## config.mk

```make
export PLATFORM = sky130hd
export DESIGN_NAME = twostage_clkdiv
export DESIGN_NICKNAME = d
export VERILOG_FILES = /design/src/rtl/twostage_clkdiv.sv
export SDC_FILE = /design/constraint.sdc
export NUM_CORES = 1
export LEC_CHECK = 0
export CORE_AREA = 2 2 88 90
export CTS_BUF_LIST = sky130_fd_sc_hd__clkbuf_4 sky130_fd_sc_hd__clkbuf_8 sky130_fd_sc_hd__clkbuf_16
export CTS_CLUSTER_DIAMETER = 150
export CTS_CLUSTER_SIZE = 28
export DETAILED_ROUTE_END_ITERATION = 12
export DIE_AREA = 0 0 90 92
export DONT_BUFFER_PORTS = 1
export PLACE_DENSITY = 0.7
export SYNTH_ARGS = -nofsm -noshare
export SYNTH_HDL_FRONTEND = slang
export SYNTH_SLANG_ARGS = --single-unit
export TNS_END_PERCENT = 20
```

## constraint.sdc

```tcl
create_clock -name clk -period 2.81 [get_ports clk]
set_input_delay 0.4215 -clock clk [delete_from_list [all_inputs] [get_ports clk]]
set_output_delay 0.4215 -clock clk [all_outputs]
set_load 0.005 [all_outputs]
```

## src/rtl/twostage_clkdiv.sv

```systemverilog
module twostage_clkdiv #(
  parameter int CW   = 4,
  parameter int DEF1 = 2,
  parameter int DEF2 = 1
) (
  input  logic            clk,
  input  logic            rst_n,
  input  logic            sync_i,
  input  logic            wr_en_i,
  input  logic [1:0]      wr_addr_i,
  input  logic [2*CW-1:0] wr_data_i,
  input  logic [1:0]      rd_addr_i,
  output logic [2*CW-1:0] rd_data_o,
  output logic            div_o
);
  localparam int DW = 2 * CW;

  typedef struct packed {
    logic          lvl;
    logic [CW-1:0] cnt;
    logic [CW-1:0] wt;
    logic [CW-1:0] hi;
    logic [CW-1:0] lo;
  } stage_t;

  logic [CW-1:0] hi1_r, lo1_r, hi2_r, lo2_r, ph1_r, ph2_r;
  logic st1_r, st2_r, byp1_r, byp2_r, nosync_r, force_r, dccoff_r;
  stage_t s1_q, s2_q, s1_d, s2_d;
  logic hold, rise1, ev2;

  function automatic stage_t step(stage_t c, logic ev, logic byp, logic hld,
                                  logic start, logic [CW-1:0] hi_n,
                                  logic [CW-1:0] lo_n, logic [CW-1:0] ph);
    stage_t n = c;
    if (hld) begin
      n.lvl = start;
      n.cnt = '0;
      n.wt  = ph;
      n.hi  = hi_n;
      n.lo  = lo_n;
    end else if (ev && !byp) begin
      if (c.wt != '0) begin
        n.wt = c.wt - 1'b1;
      end else if (c.cnt == (c.lvl ? c.hi : c.lo)) begin
        n.lvl = ~c.lvl;
        n.cnt = '0;
        if (~c.lvl == start) begin
          n.hi = hi_n;
          n.lo = lo_n;
        end
      end else begin
        n.cnt = c.cnt + 1'b1;
      end
    end
    return n;
  endfunction

  assign hold  = sync_i & ~nosync_r;
  assign s1_d  = step(s1_q, 1'b1, byp1_r, hold, st1_r, hi1_r, lo1_r, ph1_r);
  assign rise1 = ~s1_q.lvl & s1_d.lvl;
  assign ev2   = byp1_r | rise1;
  assign s2_d  = step(s2_q, ev2, byp2_r, hold, st2_r, hi2_r, lo2_r, ph2_r);

  always_ff @(posedge clk or negedge rst_n) begin
    if (!rst_n) begin
      s1_q <= '{lvl: 1'b0, cnt: '0, wt: '0, hi: CW'(DEF1), lo: CW'(DEF1)};
      s2_q <= '{lvl: 1'b0, cnt: '0, wt: '0, hi: CW'(DEF2), lo: CW'(DEF2)};
    end else begin
      s1_q <= s1_d;
      s2_q <= s2_d;
    end
  end

  always_ff @(posedge clk or negedge rst_n) begin
    if (!rst_n) begin
      hi1_r <= CW'(DEF1); lo1_r <= CW'(DEF1);
      hi2_r <= CW'(DEF2); lo2_r <= CW'(DEF2);
      ph1_r <= '0; ph2_r <= '0;
      {dccoff_r, force_r, nosync_r, byp2_r, byp1_r, st2_r, st1_r} <= '0;
    end else if (wr_en_i) begin
      case (wr_addr_i)
        2'd0: {lo1_r, hi1_r} <= wr_data_i;
        2'd1: {lo2_r, hi2_r} <= wr_data_i;
        2'd2: {ph2_r, ph1_r} <= wr_data_i;
        default: {dccoff_r, force_r, nosync_r, byp2_r, byp1_r, st2_r, st1_r} <= wr_data_i[6:0];
      endcase
    end
  end

  always_comb begin
    case (rd_addr_i)
      2'd0: rd_data_o = {lo1_r, hi1_r};
      2'd1: rd_data_o = {lo2_r, hi2_r};
      2'd2: rd_data_o = {ph2_r, ph1_r};
      default: rd_data_o = DW'({dccoff_r, force_r, nosync_r, byp2_r, byp1_r, st2_r, st1_r});
    endcase
  end

  assign div_o = (nosync_r & force_r) ? 1'b1 :
                 byp2_r ? (byp1_r | s1_q.lvl) : s2_q.lvl;
endmodule


```

==> flow_summary.yaml <==
power_and_ir_drop:
  vdd_ir_drop_max_mv: 0.442
  cellLeakagePower_uw: 0.00148
  power_density_nw_per_um2: 943
detailed_routing:
  drt-initial-drc-count: 144
  drt_pass1_iterations: 4
  final_antenna_net_count: 0
  drt-vias-per-instance: 5.53
  detail_route.wirelength_um: 6820
  routedWlPerCell_um: 18.1
  total_drc_errors_in_the_routed_layout: 0
  detailroute.via_count: 2083
grt:
  gr_met3_demand_resource_pct: 4.11
  global_route.overflow_total: 0
  largest_net_degree_at_the_start_of_global_routing: 66
  globalRouteMet1Util_pct: 24.5
  gr-usage-all-layers_pct: 17.5
  top_usage_layer: "met2"
  grtUsageMet2_pct: 25.9
  grt_antenna_before_repair: 0
  grt_pass1_vias: 2149
  first_pass_grt_wire_length_um: 11100
timing:
  worst_slack_ns: 0.286
  tightest_slew_ns: 0.607
  clock_skew_ns: 0.0116
  finalCritPeriodShare_pct: 89.8
  timing.final.hold_violations: 0
  tightest_slew_margin_relative_to_the_limit_pct: 59.4
  report.final.setup_viol: 0
  report.final.slew_viol_count: 0
  max_freq_ghz: 0.396
  finalWorstPathRequiredPeriod_ns: 2.52
  final.setup.tns_ns: 0
  grt_setup_unrepaired: "false"
critical_path:
  slowest_delay_ns: 0.57
  path_buf_inv: 0
  r2r_slack_ns: 0.29
  timing.reg2reg.worst_path_depth: 6
  rr_endpoint: "s2_q[7]"
  regToRegStartpoint: "s1_q[16]"
  timing.critical_path.fanout_max: 8
  critical_path_class: "reg -> reg"
  cp_startpoint_kind: "flop"
  critical_path_data_required_time_ns: 3.04
  worstSetupEndpointType: "flop"
  cells_along_the_critical_path: "mux2i_1 -> xnor2_1 -> nor4_4 -> a31oi_2 -> nor3b_4 -> mux2_2"
  cp_top_family: "simple AND/OR/NAND/NOR gates"
  crit_arrival_ns: 2.75
  critPathSlowestCell: "dfrtp_1"
worst_hold_path:
  timing.hold.worst.start: "wr_data_i[4]"
  worstHoldPathCells: 1
  worstHoldEndpoint: "ph2_r[0]"
  hold_path_class: "in -> reg"
finish:
  antennaDiodeCount: 0
  layout_common_cells: "dfrtp_1 (57), mux2_2 (46), o21ai_0 (20)"
  fillCellCount: 692
  layout.cells.most_common: "dfrtp_1"
  fin_area_um2: 3590
  final_nets: 290
  flow.area_growth_from_synthesis_pct: 11.5
  share_of_cells_above_drive_strength_1_pct: 32.4
yosys:
  synthAdderAreaFrac_pct: 1.55
  synth_xor_area_share_pct: 3.53
  synth.yosys.seq_area_share_pct: 50.8
  synth_simple_gate_area_share_pct: 9.20
  synth.mux.area_fraction_pct: 24.1
  synth_net_count: 280
  synth.lib_cells_used.distinct: 42
  synth_area_in_compound_gates_pct: 8.66
  cell_area_after_synthesis_um2: 3220
  synth_warnings: 0
  post_synth_edffs: 0
  synth_cells: 260
  average_instance_area_after_synthesis_um2: 12.4
  synth_seq_cells: 65
  synth_top_family_by_area: "multiplexers"
  postSynth.topFlopCell: "dfrtp_1"
  async_flop_share_pct: 100
clock_network:
  clock_insertion_delay_worst_skew_ns: 0.35
  ctsRootBufferMaster: "clkbuf_8"
  cts_buffer_depth: 2
  cts.sink_count: 65
  cts.repair.resized: 0
  postCtsSetupRepairBufs: 0
  clock_pin_slew_of_the_registers_on_the_worst_case_setup_and_hold_paths_ns: 0.08
  cts_tree: "done"
  tritoncts.num_buffers: 9
  htreeDepth: 3
floorplan:
  ioPinCount: 25
  initial_core_utilization_pct: 43.3
  num_rows: 32
  die_w_um: 90
  die_h_um: 92
  fp.dieArea_um2: 8280
  floorplan.core_area_um2: 7450
placed_design:
  detailed_placer_s_ending_hpwl_um: 4700
  place_worst_setup_slack_ns: 0.332
  port-buffer-count: 0
  gp_congestion: 0.755
  dpl_cell_area_um2: 3350
run_status:
  status: "completed"
run:
  timing.max_cap.violations: 0
-- final cells by class --
type	count	area [um^2]	area share (%)
inverters	7	26.3	0.732
flip-flops and latches	65	1640	45.6
clock buffers	9	124	3.45
well taps	102	128	3.55
repair buffers	8	82.6	2.30
multi-input cells	179	1520	42.2
clock inverters	7	77.6	2.16
-- repair_timing --
| item | in CTS | in global routing |
|---|---|---|
| hold endpoints to repair | 65 | 0 |
| setup endpoints to repair | 0 | 0 |
| hold buffers | 2 | 0 |
-- cells in the mapped netlist (4+ instances only) --
cell / number / area share [%]
ha_1: 4 / 1.6
clkbuf_1: 6 / 0.70
a21oi_1: 9 / 1.4
mux4_2: 7 / 4.9
dfstp_2: 8 / 6.5
nand2_1: 18 / 2.1
dfrtp_1: 57 / 44
o21ai_0: 20 / 3.1
mux2_2: 46 / 16
xnor2_1: 9 / 2.4
xor2_1: 4 / 1.1
nor2_1: 16 / 1.9
mux2i_1: 9 / 2.8
inv_1: 7 / 0.82
-- worst max path at each step --
stage                     startpoint      end  depth (start not counted)
after floorplan             s1_q[16]  s2_q[1]                          7
final                       s1_q[16]  s2_q[7]                          6
after global routing        s1_q[16]  s2_q[7]                          6
after global placement      s1_q[16]  s2_q[5]                          6
after detailed placement    s1_q[16]  s2_q[1]                          6
after CTS                   s1_q[16]  s2_q[7]                          6
-- registers in the layout, indices dropped and copies added (netlist names), 4 cells and up --
register,flops
ph2_r,4
lo2_r,4
hi2_r,4
ph1_r,4
s2_q,17
s1_q,17
hi1_r,4
lo1_r,4
-- logic make-up (layout without fill, tap and decap cells) --
logic type	count (synthesis)	after routing
buf+inv	16	31
compound gates	43	43
flops	65	65
fa+ha+maj	4	4
xor+xnor	13	13
simple gates	56	56
mux	63	63
-- metrics by stage --
step / cells / util, % / total power, uW / hold WS [ns]
4_1_cts: 377 / 48.2 / 3400 / 0.205
6_report: 377 / 48.2 / 3380 / 0.217
2_1_floorplan: 260 / - / 2320 / 0.126
3_3_place_gp: 359 / 45.0 / 2500 / 0.128
5_1_grt: 377 / 48.2 / 3590 / 0.199
3_5_place_dp: 359 / 45.0 / 2550 / 0.127
-- where the power goes --
part | total [uW] | internal [uW] | switching [uW]
Sequential | 1540 | 1260 | 280
Clock | 816 | 417 | 398
Combinational | 1030 | 538 | 496
Total | 3380 | 2210 | 1170
-- per-layer routing --
metal	routed length (um)	part of all wire (%)
met1	3350	49
met2	3020	44
met3	310	4.5
met4	135	2.0
met5	0	0
Note: power is estimated with default switching activity, not from simulation.
